==> src/rtl/spi_burst_pkg.sv <==
package spi_burst_pkg;

  // register word addresses
  typedef enum logic [2:0] {
    RA_CTRL  = 3'd0,
    RA_XFER  = 3'd1,
    RA_BURST = 3'd2,
    RA_TXCNT = 3'd3,
    RA_STAT  = 3'd4,
    RA_TXD   = 3'd5,
    RA_RXD   = 3'd6
  } reg_addr_e;

  localparam int CTRL_EN_BIT   = 0;
  localparam int CTRL_MST_BIT  = 1;
  localparam int CTRL_SRST_BIT = 2;
  localparam int XFER_GO_BIT   = 0;
  localparam int STAT_TXL_LSB  = 8;
  localparam int STAT_OVF_BIT  = 16;

  localparam int BYTE_W = 8;
  localparam logic [BYTE_W-1:0] FILL_BYTE = 8'h00;

  typedef enum logic {
    ENG_IDLE = 1'b0,
    ENG_RUN  = 1'b1
  } eng_state_e;

endpackage

==> src/rtl/spi_burst_fifo.sv <==
module spi_burst_fifo #(
  parameter int DW    = 8,
  parameter int DEPTH = 64
) (
  input  logic          clk,
  input  logic          rst_n,
  input  logic          clr,
  input  logic          push,
  input  logic [DW-1:0] wdata,
  input  logic          pop,
  output logic [DW-1:0] rdata,
  output logic [$clog2(DEPTH):0] level,
  output logic          full,
  output logic          empty
);
  localparam int AW = $clog2(DEPTH);
  localparam int LW = AW + 1;

  logic [DW-1:0] mem [DEPTH];
  logic [AW-1:0] wr_ptr_q, wr_ptr_d, rd_ptr_q, rd_ptr_d;
  logic [LW-1:0] level_q, level_d;
  logic          do_push, do_pop;

  assign full  = (level_q == LW'(DEPTH));
  assign empty = (level_q == '0);
  assign level = level_q;
  assign rdata = mem[rd_ptr_q];

  always_comb begin
    do_push  = push && !full && !clr;
    do_pop   = pop && !empty && !clr;
    wr_ptr_d = wr_ptr_q;
    rd_ptr_d = rd_ptr_q;
    level_d  = level_q;
    if (clr) begin
      wr_ptr_d = '0;
      rd_ptr_d = '0;
      level_d  = '0;
    end else begin
      if (do_push) wr_ptr_d = wr_ptr_q + AW'(1);
      if (do_pop)  rd_ptr_d = rd_ptr_q + AW'(1);
      case ({do_push, do_pop})
        2'b10:   level_d = level_q + LW'(1);
        2'b01:   level_d = level_q - LW'(1);
        default: level_d = level_q;
      endcase
    end
  end

  always_ff @(posedge clk or negedge rst_n) begin
    if (!rst_n) begin
      wr_ptr_q <= '0;
      rd_ptr_q <= '0;
      level_q  <= '0;
    end else begin
      wr_ptr_q <= wr_ptr_d;
      rd_ptr_q <= rd_ptr_d;
      level_q  <= level_d;
    end
  end

  // storage array: no reset, written only through the enable
  always_ff @(posedge clk) begin
    if (do_push) mem[wr_ptr_q] <= wdata;
  end

endmodule

==> src/rtl/spi_burst_clkdiv.sv <==
module spi_burst_clkdiv #(
  parameter int DIV = 4
) (
  input  logic clk,
  input  logic rst_n,
  input  logic run,
  output logic tick
);
  localparam int HALF = DIV / 2;
  localparam int CW   = (HALF > 1) ? $clog2(HALF) : 1;

  logic [CW-1:0] cnt_q, cnt_d;

  assign tick = run && (cnt_q == CW'(HALF - 1));

  always_comb begin
    if (!run || tick) cnt_d = '0;
    else              cnt_d = cnt_q + CW'(1);
  end

  always_ff @(posedge clk or negedge rst_n) begin
    if (!rst_n) cnt_q <= '0;
    else        cnt_q <= cnt_d;
  end

endmodule

==> src/rtl/spi_burst_engine.sv <==
module spi_burst_engine import spi_burst_pkg::*; #(
  parameter int CNT_W = 8
) (
  input  logic             clk,
  input  logic             rst_n,
  input  logic             abort,
  input  logic             start,
  input  logic [CNT_W-1:0] burst_len,
  input  logic [CNT_W-1:0] tx_len,
  input  logic             tick,
  input  logic             tx_empty,
  input  logic [BYTE_W-1:0] tx_data,
  input  logic             miso,
  output logic             tx_pop,
  output logic             rx_push,
  output logic [BYTE_W-1:0] rx_data,
  output logic             busy,
  output logic             done,
  output logic             sclk,
  output logic             cs_n,
  output logic             mosi
);
  localparam int BC_W = $clog2(BYTE_W) + 1;

  eng_state_e        state_q, state_d;
  logic              sclk_q, sclk_d;
  logic              cs_n_q, cs_n_d;
  logic [BYTE_W-1:0] tx_sh_q, tx_sh_d;
  logic [BYTE_W-1:0] rx_sh_q, rx_sh_d;
  logic [BC_W-1:0]   bit_q, bit_d;
  logic [CNT_W-1:0]  byte_q, byte_d;
  logic [CNT_W-1:0]  sent_q, sent_d;
  logic [CNT_W-1:0]  burst_q, burst_d;
  logic [CNT_W-1:0]  txlen_q, txlen_d;
  logic              take_tx;
  logic [BYTE_W-1:0] next_byte;
  logic              last_byte;

  assign sclk    = sclk_q;
  assign cs_n    = cs_n_q;
  assign mosi    = tx_sh_q[BYTE_W-1];
  assign rx_data = rx_sh_q;
  assign busy    = (state_q == ENG_RUN);

  always_comb begin
    take_tx   = (state_q == ENG_IDLE) ? (tx_len != '0) : (sent_q < txlen_q);
    next_byte = (take_tx && !tx_empty) ? tx_data : FILL_BYTE;
    last_byte = ((byte_q + CNT_W'(1)) == burst_q);

    state_d = state_q;
    sclk_d  = sclk_q;
    cs_n_d  = cs_n_q;
    tx_sh_d = tx_sh_q;
    rx_sh_d = rx_sh_q;
    bit_d   = bit_q;
    byte_d  = byte_q;
    sent_d  = sent_q;
    burst_d = burst_q;
    txlen_d = txlen_q;
    tx_pop  = 1'b0;
    rx_push = 1'b0;
    done    = 1'b0;

    if (abort) begin
      state_d = ENG_IDLE;
      sclk_d  = 1'b0;
      cs_n_d  = 1'b1;
      tx_sh_d = '0;
      bit_d   = '0;
    end else begin
      case (state_q)
        ENG_IDLE: begin
          if (start) begin
            state_d = ENG_RUN;
            cs_n_d  = 1'b0;
            sclk_d  = 1'b0;
            burst_d = burst_len;
            txlen_d = tx_len;
            byte_d  = '0;
            bit_d   = '0;
            sent_d  = take_tx ? CNT_W'(1) : '0;
            tx_pop  = take_tx && !tx_empty;
            tx_sh_d = next_byte;
          end
        end
        ENG_RUN: begin
          if (tick) begin
            if (!sclk_q) begin
              // rising edge: capture MISO
              sclk_d  = 1'b1;
              rx_sh_d = {rx_sh_q[BYTE_W-2:0], miso};
              bit_d   = bit_q + BC_W'(1);
            end else begin
              // falling edge: advance MOSI or finish a byte
              sclk_d = 1'b0;
              if (bit_q == BC_W'(BYTE_W)) begin
                rx_push = 1'b1;
                byte_d  = byte_q + CNT_W'(1);
                bit_d   = '0;
                if (last_byte) begin
                  state_d = ENG_IDLE;
                  cs_n_d  = 1'b1;
                  done    = 1'b1;
                  tx_sh_d = '0;
                end else begin
                  tx_pop  = take_tx && !tx_empty;
                  sent_d  = take_tx ? (sent_q + CNT_W'(1)) : sent_q;
                  tx_sh_d = next_byte;
                end
              end else begin
                tx_sh_d = {tx_sh_q[BYTE_W-2:0], 1'b0};
              end
            end
          end
        end
        default: state_d = ENG_IDLE;
      endcase
    end
  end

  always_ff @(posedge clk or negedge rst_n) begin
    if (!rst_n) begin
      state_q <= ENG_IDLE;
      sclk_q  <= 1'b0;
      cs_n_q  <= 1'b1;
      tx_sh_q <= '0;
      rx_sh_q <= '0;
      bit_q   <= '0;
      byte_q  <= '0;
      sent_q  <= '0;
      burst_q <= '0;
      txlen_q <= '0;
    end else begin
      state_q <= state_d;
      sclk_q  <= sclk_d;
      cs_n_q  <= cs_n_d;
      tx_sh_q <= tx_sh_d;
      rx_sh_q <= rx_sh_d;
      bit_q   <= bit_d;
      byte_q  <= byte_d;
      sent_q  <= sent_d;
      burst_q <= burst_d;
      txlen_q <= txlen_d;
    end
  end

endmodule

==> src/rtl/spi_burst_master.sv <==
module spi_burst_master import spi_burst_pkg::*; #(
  parameter int FIFO_DEPTH  = 64,
  parameter int DIV         = 4,
  parameter int SRST_CYCLES = 4
) (
  input  logic        clk,
  input  logic        rst_n,
  input  logic        bus_wr,
  input  logic        bus_rd,
  input  logic [2:0]  bus_addr,
  input  logic [7:0]  bus_wdata,
  output logic [31:0] bus_rdata,
  output logic        spi_sclk,
  output logic        spi_cs_n,
  output logic        spi_mosi,
  input  logic        spi_miso
);
  localparam int CNT_W = BYTE_W;
  localparam int LW    = $clog2(FIFO_DEPTH) + 1;
  localparam int SW    = $clog2(SRST_CYCLES + 1);

  // reset: asynchronous assert, synchronous release
  logic rst_meta_q, rst_sync_n;
  always_ff @(posedge clk or negedge rst_n) begin
    if (!rst_n) begin
      rst_meta_q <= 1'b0;
      rst_sync_n <= 1'b0;
    end else begin
      rst_meta_q <= 1'b1;
      rst_sync_n <= rst_meta_q;
    end
  end

  logic             en_q, en_d;
  logic             mst_q, mst_d;
  logic             xch_q, xch_d;
  logic             ovf_q, ovf_d;
  logic [CNT_W-1:0] burst_q, burst_d;
  logic [CNT_W-1:0] txcnt_q, txcnt_d;
  logic [SW-1:0]    srst_q, srst_d;
  logic             srst_busy;

  logic             wr_ctrl, wr_xfer, wr_burst, wr_txcnt, wr_txd, rd_rxd;
  logic             start;
  logic             tx_push, tx_pop, tx_full, tx_empty;
  logic [BYTE_W-1:0] tx_head;
  logic [LW-1:0]    tx_level;
  logic             rx_push, rx_pop, rx_full, rx_empty;
  logic [BYTE_W-1:0] rx_head, rx_byte;
  logic [LW-1:0]    rx_level;
  logic             eng_busy, eng_done, tick;

  assign srst_busy = (srst_q != '0);

  always_comb begin
    wr_ctrl  = bus_wr && (bus_addr == RA_CTRL);
    wr_xfer  = bus_wr && (bus_addr == RA_XFER);
    wr_burst = bus_wr && (bus_addr == RA_BURST);
    wr_txcnt = bus_wr && (bus_addr == RA_TXCNT);
    wr_txd   = bus_wr && (bus_addr == RA_TXD);
    rd_rxd   = bus_rd && (bus_addr == RA_RXD);
  end

  // register next-state
  always_comb begin
    en_d    = en_q;
    mst_d   = mst_q;
    xch_d   = xch_q;
    ovf_d   = ovf_q;
    burst_d = burst_q;
    txcnt_d = txcnt_q;
    srst_d  = srst_q;
    start   = 1'b0;
    tx_push = 1'b0;

    if (srst_busy) srst_d = srst_q - SW'(1);

    if (wr_ctrl) begin
      en_d  = bus_wdata[CTRL_EN_BIT];
      mst_d = bus_wdata[CTRL_MST_BIT];
      if (bus_wdata[CTRL_SRST_BIT]) srst_d = SW'(SRST_CYCLES);
    end

    if (wr_burst && !xch_q) burst_d = bus_wdata;
    if (wr_txcnt && !xch_q) txcnt_d = bus_wdata;

    if (wr_txd && !srst_busy) begin
      if (tx_full) ovf_d   = 1'b1;
      else         tx_push = 1'b1;
    end

    if (wr_xfer && bus_wdata[XFER_GO_BIT] && en_q && mst_q && !xch_q &&
        (burst_q != '0) && !srst_busy) begin
      start = 1'b1;
      xch_d = 1'b1;
    end

    if (eng_done) xch_d = 1'b0;

    if (srst_busy) begin
      xch_d = 1'b0;
      ovf_d = 1'b0;
      start = 1'b0;
    end
  end

  always_ff @(posedge clk or negedge rst_sync_n) begin
    if (!rst_sync_n) begin
      en_q    <= 1'b0;
      mst_q   <= 1'b0;
      xch_q   <= 1'b0;
      ovf_q   <= 1'b0;
      burst_q <= '0;
      txcnt_q <= '0;
      srst_q  <= '0;
    end else begin
      en_q    <= en_d;
      mst_q   <= mst_d;
      xch_q   <= xch_d;
      ovf_q   <= ovf_d;
      burst_q <= burst_d;
      txcnt_q <= txcnt_d;
      srst_q  <= srst_d;
    end
  end

  // read mux
  always_comb begin
    bus_rdata = '0;
    case (bus_addr)
      RA_CTRL: begin
        bus_rdata[CTRL_EN_BIT]   = en_q;
        bus_rdata[CTRL_MST_BIT]  = mst_q;
        bus_rdata[CTRL_SRST_BIT] = srst_busy;
      end
      RA_XFER:  bus_rdata[XFER_GO_BIT] = xch_q;
      RA_BURST: bus_rdata[CNT_W-1:0] = burst_q;
      RA_TXCNT: bus_rdata[CNT_W-1:0] = txcnt_q;
      RA_STAT: begin
        bus_rdata[LW-1:0]               = rx_level;
        bus_rdata[STAT_TXL_LSB +: LW]   = tx_level;
        bus_rdata[STAT_OVF_BIT]         = ovf_q;
      end
      RA_RXD:   bus_rdata[BYTE_W-1:0] = rx_empty ? '0 : rx_head;
      default:  bus_rdata = '0;
    endcase
  end

  assign rx_pop = rd_rxd && !rx_empty;

  spi_burst_fifo #(.DW(BYTE_W), .DEPTH(FIFO_DEPTH)) u_txq (
    .clk   (clk),
    .rst_n (rst_sync_n),
    .clr   (srst_busy),
    .push  (tx_push),
    .wdata (bus_wdata),
    .pop   (tx_pop),
    .rdata (tx_head),
    .level (tx_level),
    .full  (tx_full),
    .empty (tx_empty)
  );

  spi_burst_fifo #(.DW(BYTE_W), .DEPTH(FIFO_DEPTH)) u_rxq (
    .clk   (clk),
    .rst_n (rst_sync_n),
    .clr   (srst_busy),
    .push  (rx_push),
    .wdata (rx_byte),
    .pop   (rx_pop),
    .rdata (rx_head),
    .level (rx_level),
    .full  (rx_full),
    .empty (rx_empty)
  );

  spi_burst_clkdiv #(.DIV(DIV)) u_div (
    .clk   (clk),
    .rst_n (rst_sync_n),
    .run   (eng_busy),
    .tick  (tick)
  );

  spi_burst_engine #(.CNT_W(CNT_W)) u_eng (
    .clk       (clk),
    .rst_n     (rst_sync_n),
    .abort     (srst_busy),
    .start     (start),
    .burst_len (burst_q),
    .tx_len    (txcnt_q),
    .tick      (tick),
    .tx_empty  (tx_empty),
    .tx_data   (tx_head),
    .miso      (spi_miso),
    .tx_pop    (tx_pop),
    .rx_push   (rx_push),
    .rx_data   (rx_byte),
    .busy      (eng_busy),
    .done      (eng_done),
    .sclk      (spi_sclk),
    .cs_n      (spi_cs_n),
    .mosi      (spi_mosi)
  );

  // a full receive queue drops further bytes of a burst
  logic unused_rx_full;
  assign unused_rx_full = rx_full;

endmodule

==> config.mk <==
export PLATFORM = sky130hd
export DESIGN_NAME = spi_burst_master
export DESIGN_NICKNAME = d
export VERILOG_FILES = /design/src/rtl/spi_burst_pkg.sv /design/src/rtl/spi_burst_fifo.sv /design/src/rtl/spi_burst_clkdiv.sv /design/src/rtl/spi_burst_engine.sv /design/src/rtl/spi_burst_master.sv
export SDC_FILE = /design/constraint.sdc
export NUM_CORES = 1
export LEC_CHECK = 0
export BUFFER_PORTS_ARGS = -buffer_cell sky130_fd_sc_hd__buf_4
export CORE_MARGIN = 3
export CORE_UTILIZATION = 45
export CTS_BUF_LIST = sky130_fd_sc_hd__clkbuf_2
export DETAILED_ROUTE_END_ITERATION = 7
export PLACE_DENSITY = 0.59
export SLEW_MARGIN = 20
export SYNTH_ARGS = -nofsm -noshare
export SYNTH_HDL_FRONTEND = slang
export SYNTH_HIERARCHICAL = 1
export SYNTH_SLANG_ARGS = --single-unit
==> constraint.sdc <==
create_clock -name clk -period 5.45 [get_ports clk]
set_input_delay 0.545 -clock clk [delete_from_list [all_inputs] [get_ports clk]]
set_output_delay 0.545 -clock clk [all_outputs]
set_load 0.02 [all_outputs]
==> out/qor.tcl, run 1 <==
set qor(crit_arrival_ns) 4.63
set qor(vdd_drop_max_v) 0.000168
set qor(grt_first_pass_wirelength_mm) 169
set qor(netlist_area_sq_um) 46800
set qor(clk_pin_slew_worst_paths_ns) 0.11
set qor(rows) 117
set qor(synth_edf_count) 1024
set qor(leakagePower_uw) 0.0181
set qor(fin_nets) 2908
set qor(run_status) {finished, final reports clean}
set qor(path_max_fanout) 17
set qor(synthesis.instances) 2573
set qor(post-route-min-period_ns) 5.18
set qor(critical_setup_path_class) {reg2out}
set qor(floorplan.io_pins) 51
set qor(hold_end) {u_txq/mem[52][6]$_DFFE_PP_}
set qor(critical_path.reg2reg.endpoint) {u_rxq/level[6]$_DFFE_PN0P_}
set qor(layout-drive-gt1-share_pct) 29.2
set qor(postRouteWirelength_mm) 113
set qor(timing.reg2reg.worst_path_depth) 12
set qor(drv_slew) 0
set qor(core-area_sq_um) 102000
set qor(drcViolationCount) 0
set qor(cp_data_required_time_ns) 4.91
set qor(start_util_pct) 45.7
set qor(final_area_sq_um) 51600
set qor(setup_slack_reg_to_reg_ns) 0.54
set qor(min_path_type) {in2reg}
set qor(vias) 25800
set qor(rr_startpoint) {u_rxq/level[0]$_DFFE_PN0P_}
set qor(postLayoutCoreUtil_pct) 50.4
set qor(dp_hpwl_mm) 68.5
set qor(clk_latency_ns) 1.40
set qor(timing.hold.worst.start) {bus_wdata[6]}
set qor(max_cap_violations) 0
set qor(clock_tree.root_cell) {sky130_fd_sc_hd__clkbuf_2}
set qor(die-area_sq_um) 108000
set qor(synth.lib_cells_used.distinct) 85
set qor(worstHoldPathCells) 2
set qor(layout.filler_cells) 8578
set qor(drt_first_pass_iters) 5
set qor(numClockSinks) 1143
set qor(syn_avg_cell_area_sq_um) 18.2
set qor(normalized_max_slew_margin_pct) 28.2
set qor(htreeDepth) 5
set qor(synthToLayoutAreaGrowth_pct) 10.2
set qor(routed_via_density) 5.82
set qor(yosys_register_bits) 1143
set qor(dp_worst_slack_ns) 0.751
set qor(setup_failing_eps_final) 0
set qor(wl_per_cell_um) 25.5
set qor(tritoncts.num_buffers) 307
set qor(critical_path_sink_type) {output pin}
set qor(tritoncts) {yes}
set qor(grt_antenna_before_repair) 2
set qor(ys_seq_area_share_pct) 72.1
set qor(post_dp_cell_area_sq_um) 48500
set qor(cts_max_path_buffers) 4
set qor(reg_top3) {u_rxq/mem x512, u_txq/mem x512}
set qor(placement.io_buffers) 34
set qor(max_slew.worst_pin.slew_ns) 1.07
set qor(fin_crit_sh_pct) 95.0
set qor(finalHoldViolCount) 0
set qor(setup_slack_of_the_critical_path_after_layout_ns) 0.271
set qor(largest_net_degree_at_the_start_of_global_routing) 74
set qor(synthFlopType) {sky130_fd_sc_hd__edfxtp_1}
set qor(total_number_of_yosys_warnings) 6
set qor(fmax_ghz) 0.193
set qor(fp.dieH_um) 329
set qor(async_reset_ff_share_pct) 10.4
set qor(grt_setup_unrepaired) {no}
set qor(gr-total-overflow) 0
set qor(startpoint_type) {flop}
set qor(grt_pass1_vias) 26500
set qor(grt_use_total_pct) 21.2
set qor(worst_slack_on_hold_paths_ns) 0.311
set qor(globalplace.congestion) 0.848
set qor(power-per-cell-area_nw_per_um2) 309
set qor(finalClockSkew_ns) 0.195
set qor(detail_route.iter0.violations) 2356
set qor(dieWidth_um) 329
set qor(ant_nets) 0
worst max-delay path, stage by stage, from the launching register on:
cell and delay (ns):
sky130_fd_sc_hd__dfrtp_4 0.57, sky130_fd_sc_hd__buf_16 0.23, sky130_fd_sc_hd__mux4_2 0.52, sky130_fd_sc_hd__a22o_1 0.26
sky130_fd_sc_hd__a221oi_1 0.40, sky130_fd_sc_hd__o22ai_1 0.29, sky130_fd_sc_hd__a41o_1 0.34, sky130_fd_sc_hd__nand2_1 0.09
sky130_fd_sc_hd__o22ai_1 0.07, sky130_fd_sc_hd__a22o_1 0.24, sky130_fd_sc_hd__buf_4 0.18
cell families (layout without fill, tap and decap cells):
group	count (synthesis)	in the layout	share of synthesized area, %
flip-flops	1143	1143	72.1
buffers and inverters	192	672	2.06
adder cells (fa/ha/maj)	29	29	0.807
AO/OA/AOI/OAI	279	279	4.35
multiplexers	336	336	14.1
AND/OR/NAND/NOR	554	554	5.81
XOR/XNOR	38	38	0.797
other	2	21	0.0160
final cells by class:
| type | instances | area [sq um] | share of cell area, % |
|---|---|---|---|
| repair buffers | 132 | 1230 | 2.39 |
| multi-input cells | 1253 | 12200 | 23.7 |
| clock inverters | 80 | 407 | 0.788 |
| clock buffers | 434 | 2170 | 4.21 |
| diodes | 4 | 10.0 | 0.0194 |
| well taps | 1368 | 1710 | 3.32 |
| inverters | 26 | 97.6 | 0.189 |
| flip-flops and latches | 1143 | 33800 | 65.4 |
metrics by stage:
stage	cells	TNS [ns]	power (uW)
4_1_cts	4436	-0.0895	16200
5_1_grt	4440	0	16700
2_1_floorplan	2588	0	10200
3_3_place_gp	3880	0	10500
3_5_place_dp	3880	0	10500
6_report	4440	0	16000
cells in the mapped netlist (31+ instances only):
| library cell | n | share of area (%) |
|---|---|---|
| sky130_fd_sc_hd__mux2i_1 | 46 | 0.98 |
| sky130_fd_sc_hd__dfrtp_1 | 118 | 6.3 |
| sky130_fd_sc_hd__clkbuf_1 | 80 | 0.64 |
| sky130_fd_sc_hd__edfxtp_1 | 1024 | 66 |
| sky130_fd_sc_hd__nor3_1 | 31 | 0.33 |
| sky130_fd_sc_hd__nand2_1 | 121 | 0.97 |
| sky130_fd_sc_hd__buf_4 | 32 | 0.51 |
| sky130_fd_sc_hd__o21ai_0 | 58 | 0.62 |
| sky130_fd_sc_hd__nor2_1 | 212 | 1.7 |
| sky130_fd_sc_hd__a22oi_1 | 34 | 0.55 |
| sky130_fd_sc_hd__mux4_2 | 252 | 12 |
| sky130_fd_sc_hd__a21oi_1 | 42 | 0.45 |
| sky130_fd_sc_hd__a221oi_1 | 39 | 0.73 |
metal layers:
metal / vias to the layer above / wire (um) / global-route usage [%]
li1: 11100 / - / -
met1: 13600 / 48000 / 29.3
met2: 1027 / 55100 / 33.2
met3: 152 / 8110 / 4.94
met4: 0 / 2210 / 7.32
met5: - / 0 / 0
power breakdown:
part | internal, uW | total [uW] | switching [uW]
logic | 244 | 685 | 441
registers | 9550 | 9650 | 103
clock network | 2270 | 5620 | 3340
cells in the final DEF, fill, tap and decap left out, types with 38 or more instances in the layout:
master / n
sky130_fd_sc_hd__clkinv_1: 56
sky130_fd_sc_hd__o21ai_0: 57
sky130_fd_sc_hd__mux2i_1: 46
sky130_fd_sc_hd__dfrtp_1: 103
sky130_fd_sc_hd__nand2_1: 121
sky130_fd_sc_hd__a21oi_1: 42
sky130_fd_sc_hd__clkbuf_2: 434
sky130_fd_sc_hd__nor2_1: 211
sky130_fd_sc_hd__a221oi_1: 38
sky130_fd_sc_hd__edfxtp_1: 1024
sky130_fd_sc_hd__mux4_2: 252
sky130_fd_sc_hd__buf_4: 88
what timing repair did:
item	CTS	global route
gates cloned	1	0
buffers inserted	8	0
hold endpoints to repair	595	0
endpoints found under the setup margin	8	3
hold buffers	33	0
gates resized for setup	7	6
how the worst max path moves through the flow:
stage | startpoint | end | slack, ns | cells past startpoint
5_1_grt | u_rxq/rd_ptr_q[0]$_DFFE_PN0P_ | bus_rdata[4] | 0.001 | 10
6_report | u_rxq/rd_ptr_q[0]$_DFFE_PN0P_ | bus_rdata[5] | 0.27 | 10
3_5_place_dp | bus_addr[2] | u_txq/level[6]$_DFFE_PN0P_ | 0.75 | 15
3_3_place_gp | bus_addr[2] | u_txq/level[6]$_DFFE_PN0P_ | 1.01 | 15
2_1_floorplan | srst_q[0]$_DFF_PN0_ | u_rxq/level[6]$_DFFE_PN0P_ | 1.35 | 16
4_1_cts | u_rxq/rd_ptr_q[0]$_DFFE_PN0P_ | bus_rdata[4] | -0.09 | 10
Note: power is estimated with default switching activity, not from simulation.
==> run 2, diff against run 1 <==
PLACE_DENSITY = not set   (was 0.59)
TNS_END_PERCENT = 50   (was not set)
==> run 2 against run 1 <==
Net effect: sequential cell count stayed put; register-to-register slack better by 0.10 ns; final cell count down 0.63%; critical path type unchanged; sequential power is essentially flat; clock skew grew 0.029 ns; largest cell class unchanged.
==> out/qor.tcl, run 2 (same netlist as run 1, synthesis figures left out) <==
set qor(numClockSinks) 1143 ;# unchanged
set qor(sequential_power_share_pct) 60.9 ;# +0.4 points
set qor(leakagePower_uw) 0.0180 ;# -0.71%
set qor(fmax_ghz) 0.191 ;# -0.88%
set qor(placement.io_buffers) 34 ;# unchanged
set qor(wl_per_cell_um) 24.4 ;# -4.4%
set qor(cts_max_path_buffers) 4 ;# unchanged
set qor(clk_pin_slew_worst_paths_ns) 0.10 ;# about the same
set qor(crit_arrival_ns) 4.68 ;# +0.05 ns
set qor(min_path_type) {in2reg}
set qor(drt_first_pass_iters) 5 ;# unchanged
set qor(power.share.switching_pct) 24.0 ;# -0.39 points
set qor(slowest_stage) {sky130_fd_sc_hd__dfrtp_4}
set qor(tritoncts) {yes}
set qor(clock_tree.root_cell) {sky130_fd_sc_hd__clkbuf_2}
set qor(internal-power_uw) 12000 ;# -0.27%
set qor(clk_latency_ns) 1.46 ;# +0.06 ns
set qor(cp_data_required_time_ns) 4.91 ;# about the same
set qor(max_cap_violations) 0 ;# unchanged
set qor(reg_top3) {u_rxq/mem x512, u_txq/mem x512}
set qor(setup_failing_eps_final) 0 ;# unchanged
set qor(vias) 25300 ;# -2.1%
set qor(fp.dieH_um) 329 ;# unchanged
set qor(final_cell_mix) {sky130_fd_sc_hd__edfxtp_1 (1024), sky130_fd_sc_hd__clkbuf_2 (445), sky130_fd_sc_hd__mux4_2 (252)}
set qor(grt_use_total_pct) 20.3 ;# -0.85 points
set qor(drcViolationCount) 0 ;# unchanged
set qor(rows) 117 ;# unchanged
set qor(post-route-min-period_ns) 5.22 ;# +0.0462 ns
set qor(critical_setup_path_class) {reg2out}
set qor(worst_slack_on_hold_paths_ns) 0.205 ;# -0.106 ns
set qor(grt_antenna_before_repair) 2 ;# unchanged
set qor(startpoint_type) {flop}
set qor(max_slew.worst_pin.slew_ns) 0.997 ;# -0.0761 ns
set qor(drv_slew) 0 ;# unchanged
set qor(dieWidth_um) 329 ;# unchanged
set qor(setup_slack_reg_to_reg_ns) 0.64 ;# +0.10 ns
set qor(fin_crit_sh_pct) 95.9 ;# +0.85 points
set qor(clockPowerShare_pct) 34.8 ;# -0.4 points
set qor(fin_nets) 2894 ;# -0.48%
set qor(die-area_sq_um) 108000 ;# unchanged
set qor(finalClockSkew_ns) 0.223 ;# +0.0286 ns
set qor(grt_first_pass_wirelength_mm) 163 ;# -3.5%
set qor(largest_net_degree_at_the_start_of_global_routing) 72 ;# -2.7%
set qor(globalplace.congestion) 0.823 ;# -3.0%
set qor(dp_hpwl_mm) 64.8 ;# -5.4%
set qor(path_max_fanout) 67 ;# +50
set qor(floorplan.io_pins) 51 ;# unchanged
set qor(postLayoutCoreUtil_pct) 50.1 ;# -0.27 points
set qor(layout_commonest_cell) {sky130_fd_sc_hd__edfxtp_1}
set qor(htreeDepth) 5 ;# unchanged
set qor(run_status) {finished, final reports clean}
set qor(detail_route.iter0.violations) 2150 ;# -8.7%
set qor(routed_via_density) 5.74 ;# -1.5%
set qor(tritoncts.num_buffers) 309 ;# +0.65%
set qor(fin_total_pwr_uw) 15800 ;# -0.78%
set qor(setup_total_negative_slack_ns) 0 ;# unchanged
set qor(finalHoldViolCount) 0 ;# unchanged
set qor(final_area_sq_um) 51300 ;# -0.53%
set qor(layout-drive-gt1-share_pct) 29.1 ;# -0.074 points
set qor(combinationalPowerShare_pct) 4.2 ;# about the same
set qor(grt_pass1_vias) 26400 ;# -0.46%
set qor(gr-total-overflow) 0 ;# unchanged
set qor(postRouteWirelength_mm) 108 ;# -5.0%
set qor(path_cells) {buf_16 -> mux4_2 -> a22oi_1 -> a21o_1 -> o21ai_0 -> or3_1 -> nand2_1 -> o22ai_1 -> a22o_1 -> buf_4}
set qor(vdd_drop_max_v) 0.000204 ;# +21%
set qor(post_dp_cell_area_sq_um) 48500 ;# about the same
set qor(synthToLayoutAreaGrowth_pct) 9.66
set qor(critical_path_sink_type) {output pin}
set qor(ant_nets) 0 ;# unchanged
set qor(power-per-cell-area_nw_per_um2) 308 ;# -0.25%
set qor(cpPeakStageDelay_ns) 0.64 ;# +0.07 ns
set qor(power.net_switching_uw) 3800 ;# -2.4%
set qor(core-area_sq_um) 102000 ;# unchanged
set qor(normalized_max_slew_margin_pct) 33.3 ;# +5.1 points
set qor(start_util_pct) 45.7 ;# unchanged
-- run 2: cell count changes in the layout (fill, tap and decap cells not counted), sizes merged --
cell / previous run / this run
clkinvlp: 0 / 1
clkbuf: 434 / 445
dlygate4sd3: 33 / 26
diode: 4 / 6
bufinv: 3 / 2
buf: 98 / 90
bufbuf: 1 / 0
clkinv: 69 / 48
inv: 34 / 30
-- run 2: final cells by class --
class / count / area (sq um)
clock buffer: 445 / 2230
clock inverter: 55 / 282
fill: 8551 / 51100
timing repair buffer: 116 / 1040
inverter: 26 / 97.6
tap: 1368 / 1710
multi-input combinational: 1253 / 12200
antenna: 6 / 15.0
sequential: 1143 / 33800
-- run 2: power by group through the flow --
stage	Sequential (uW)	Combinational, uW	Clock [uW]
finish	9640	671	5510
global route	9660	734	6230
CTS	9640	670	5760
detailed placement	9840	645	0
global placement	9840	617	0
floorplan	9810	429	0
-- run 2: critical path: cells and delay by family, from the launching register on --
| family | cells | cell delay [ns] |
|---|---|---|
| flops | 1 | 0.64 |
| buf+inv | 2 | 0.53 |
| simple gates | 2 | 0.62 |
| mux | 1 | 0.38 |
| compound gates | 5 | 1.00 |
-- run 2: what timing repair did --
| action | in CTS | in global routing |
|---|---|---|
| gates resized for setup | 2 | 1 |
| buffers inserted | 7 | 0 |
| gates cloned | 0 | 0 |
| setup endpoints to repair | 8 | 1 |
| endpoints found under the hold margin | 596 | 0 |
| hold buffers | 26 | 0 |
-- run 2: routing by layer --
metal	GRT usage, %	vias to the layer above	wire length [um]
li1	-	11000	-
met5	0	-	0
met3	4.60	182	7460
met1	27.8	13100	45000
met2	32.2	953	52700
met4	7.22	0	2550
-- run 2: worst paths after layout --
path                                               start                            to  cells after the start
hold / removal                              bus_wdata[5]    u_txq/mem[44][5]$_DFFE_PP_                      2
setup reg to reg             u_eng/sent_q[1]$_DFFE_PN0P_    u_txq/level[6]$_DFFE_PN0P_                     15
hold reg to reg                     rst_meta_q$_DFF_PN0_          rst_sync_n$_DFF_PN0_                      0
max in group asynchronous           rst_sync_n$_DFF_PN0_  u_eng/rx_data[5]$_DFFE_PN0P_                      1
min in group asynchronous           rst_sync_n$_DFF_PN0_        txcnt_q[4]$_DFFE_PN0P_                      0
setup / recovery           u_rxq/rd_ptr_q[1]$_DFFE_PN0P_                  bus_rdata[4]                     10
-- run 2: stage by stage --
step / std cells / worst slack [ns]
3_5_place_dp: 3873 / 0.772
6_report: 4412 / 0.225
5_1_grt: 4412 / -0.0394
3_3_place_gp: 3873 / 0.997
2_1_floorplan: 2588 / 1.35
4_1_cts: 4406 / 0.0527
==> run 3, diff against run 2 <==
BUFFER_PORTS_ARGS = -buffer_cell sky130_fd_sc_hd__buf_2   (was -buffer_cell sky130_fd_sc_hd__buf_4)
==> run 3 against run 2 <==
Net effect: global-route usage barely moved; clock skew fell by 0.015 ns; largest power group unchanged; combinational power about the same; total power up 0.31%; largest cell class unchanged; register-to-register slack improved by 0.13 ns; sequential power hardly changed; clock power grew 0.9%; critical endpoint is now bus_rdata[0]; sequential cell count is the same; worst hold slack improved by 0.13 ns.
==> out/qor.tcl, run 3 (same netlist as run 1, synthesis figures left out) <==
set qor(run_status) {finished, final reports clean}
set qor(tritoncts.num_buffers) 303 ;# -1.9%
set qor(setup_slack_of_the_critical_path_after_layout_ns) 0.278 ;# +0.0526 ns
set qor(drt_first_pass_iters) 6 ;# +1
set qor(slowest_stage) {sky130_fd_sc_hd__dfrtp_4}
set qor(tritoncts) {yes}
set qor(reg_top3) {u_rxq/mem x512, u_txq/mem x512}
set qor(critical_setup_path_class) {reg2out}
set qor(dp_hpwl_mm) 64.8 ;# about the same
set qor(layout-drive-gt1-share_pct) 28.7 ;# -0.40 points
set qor(setup_failing_eps_final) 0 ;# unchanged
set qor(layout.filler_cells) 8490 ;# -0.71%
set qor(die-area_sq_um) 108000 ;# unchanged
set qor(fin_total_pwr_uw) 15900 ;# +0.31%
set qor(core-area_sq_um) 102000 ;# unchanged
set qor(vdd_drop_max_v) 0.000227 ;# +11%
set qor(drv_slew) 0 ;# unchanged
set qor(leakagePower_uw) 0.0180 ;# -0.16%
set qor(path_cells) {buf_16 -> mux4_2 -> a22o_1 -> a221oi_1 -> o22ai_1 -> a41o_1 -> nand2_1 -> o221ai_1 -> o21a_1 -> buf_2}
set qor(grt_use_total_pct) 20.3 ;# +0.038 points
set qor(max_cap_violations) 0 ;# unchanged
set qor(postLayoutCoreUtil_pct) 50.0 ;# about the same
set qor(vias) 25400 ;# +0.35%
set qor(cpPeakStageDelay_ns) 0.66 ;# +0.02 ns
set qor(fmax_ghz) 0.193 ;# +1.0%
set qor(crit_arrival_ns) 4.63 ;# -0.05 ns
set qor(clk_latency_ns) 1.50 ;# +0.04 ns
set qor(fin_crit_sh_pct) 94.9 ;# -0.96 points
set qor(normalized_max_slew_margin_pct) 30.0 ;# -3.3 points
set qor(final_cell_mix) {sky130_fd_sc_hd__edfxtp_1 (1024), sky130_fd_sc_hd__clkbuf_2 (422), sky130_fd_sc_hd__mux4_2 (252)}
set qor(clk_pin_slew_worst_paths_ns) 0.11 ;# about the same
set qor(dp_worst_slack_ns) 0.776 ;# +0.00381 ns
set qor(path_max_fanout) 54 ;# -19%
set qor(floorplan.io_pins) 51 ;# unchanged
set qor(placement.io_buffers) 34 ;# unchanged
set qor(post-route-min-period_ns) 5.17 ;# -0.0526 ns
set qor(layout_commonest_cell) {sky130_fd_sc_hd__edfxtp_1}
set qor(startpoint_type) {flop}
set qor(power-per-cell-area_nw_per_um2) 310 ;# +0.38%
set qor(dieWidth_um) 329 ;# unchanged
set qor(cp_top_family) {compound AO/OA/AOI/OAI gates}
set qor(numClockSinks) 1143 ;# unchanged
set qor(postRouteWirelength_mm) 108 ;# +0.53%
set qor(globalplace.congestion) 0.855 ;# +3.9%
set qor(routed_via_density) 5.78 ;# +0.72%
set qor(detail_route.iter0.violations) 2463 ;# +15%
set qor(critical_path.n_buffers_inverters) 2 ;# unchanged
set qor(fin_nets) 2896 ;# +0.069%
set qor(fp.dieH_um) 329 ;# unchanged
set qor(start_util_pct) 45.7 ;# unchanged
set qor(grt_antenna_before_repair) 5 ;# +3
set qor(min_path_type) {in2reg}
set qor(drcViolationCount) 0 ;# unchanged
set qor(htreeDepth) 5 ;# unchanged
set qor(wl_per_cell_um) 24.6 ;# +0.89%
set qor(synthToLayoutAreaGrowth_pct) 9.58 ;# about the same
set qor(finalHoldViolCount) 0 ;# unchanged
set qor(grt_pass1_vias) 26600 ;# +0.77%
set qor(gr-total-overflow) 0 ;# unchanged
set qor(max_slew.worst_pin.slew_ns) 1.05 ;# +0.0534 ns
set qor(clock_tree.root_cell) {sky130_fd_sc_hd__clkbuf_2}
set qor(grt_first_pass_wirelength_mm) 165 ;# +0.81%
set qor(largest_net_degree_at_the_start_of_global_routing) 70 ;# -2.8%
set qor(critical_path_sink_type) {output pin}
set qor(cp_data_required_time_ns) 4.91 ;# about the same
set qor(ant_nets) 0 ;# unchanged
set qor(rows) 117 ;# unchanged
set qor(cts_max_path_buffers) 4 ;# unchanged
set qor(finalClockSkew_ns) 0.208 ;# -0.0153 ns
-- run 3: changes by cell type in the layout (fill, tap and decap cells not counted), moves of 2 or more --
cell                        previous run  this run
sky130_fd_sc_hd__clkinv_2              7         3
sky130_fd_sc_hd__diode_2               6         3
sky130_fd_sc_hd__clkinv_4              2         0
sky130_fd_sc_hd__clkinv_1             39        41
sky130_fd_sc_hd__bufinv_16             2         5
sky130_fd_sc_hd__buf_2                 0        34
sky130_fd_sc_hd__buf_4                82        52
sky130_fd_sc_hd__inv_2                 4         7
sky130_fd_sc_hd__clkbuf_2            445       422
-- run 3: cell type report --
type	count	area [sq um]	share of cell area (%)
diodes	3	7.51	0.0146
flip-flops and latches	1143	33800	65.8
clock buffers	422	2110	4.12
inverters	26	97.6	0.190
repair buffers	124	1060	2.07
clock inverters	57	353	0.688
well taps	1368	1710	3.34
multi-input cells	1253	12200	23.8
-- run 3: metal layers --
| layer | share of wire [%] | wire length [um] | track usage (%) |
|---|---|---|---|
| met1 | 43 | 46000 | 28.4 |
| met2 | 48 | 51900 | 31.6 |
| met3 | 7.1 | 7740 | 4.59 |
| met4 | 2.4 | 2550 | 7.48 |
| met5 | 0.021 | 23 | 0 |
-- run 3: tightest hold or removal path, cell delays in order --
cell                            delay [ns]
sky130_fd_sc_hd__dlygate4sd3_1        0.53
sky130_fd_sc_hd__buf_2                0.12
sky130_fd_sc_hd__buf_4                0.33
-- run 3: power breakdown --
group          switching [uW]  total, uW  internal (uW)
clock                    3280       5560           2280
combinational             434        669            235
sequential               99.0       9650           9550
-- run 3: path summary, 6_finish.rpt --
check | start | to | slack [ns] | cells past startpoint
max | u_rxq/rd_ptr_q[1]$_DFFE_PN0P_ | bus_rdata[0] | 0.28 | 10
min | bus_wdata[4] | u_txq/mem[16][4]$_DFFE_PP_ | 0.34 | 3
max reg2reg | u_eng/sent_q[1]$_DFFE_PN0P_ | u_txq/level[6]$_DFFE_PN0P_ | 0.77 | 15
min reg2reg | rst_meta_q$_DFF_PN0_ | rst_sync_n$_DFF_PN0_ | 0.34 | 0
max in group asynchronous | rst_sync_n$_DFF_PN0_ | u_eng/rx_data[4]$_DFFE_PN0P_ | 3.54 | 1
min in group asynchronous | rst_sync_n$_DFF_PN0_ | u_txq/level[3]$_DFFE_PN0P_ | 0.43 | 0
-- run 3: what timing repair did --
action	4_1_cts	5_1_grt
pin swaps	0	0
endpoints found under the setup margin	8	2
buffers inserted	8	0
hold buffers	27	0
hold endpoints to repair	597	0
resized for setup	0	3
-- run 3: through the flow --
step / TNS (ns) / cells / area [sq um] / hold WS, ns
after floorplan: 0 / 2588 / 46900 / 0.249
after global placement: 0 / 3879 / 48400 / 0.330
after detailed placement: 0 / 3879 / 48400 / 0.333
after CTS: 0 / 4393 / 51300 / 0.0860
after global routing: -0.0253 / 4395 / 51300 / 0.165
final: 0 / 4396 / 51300 / 0.336
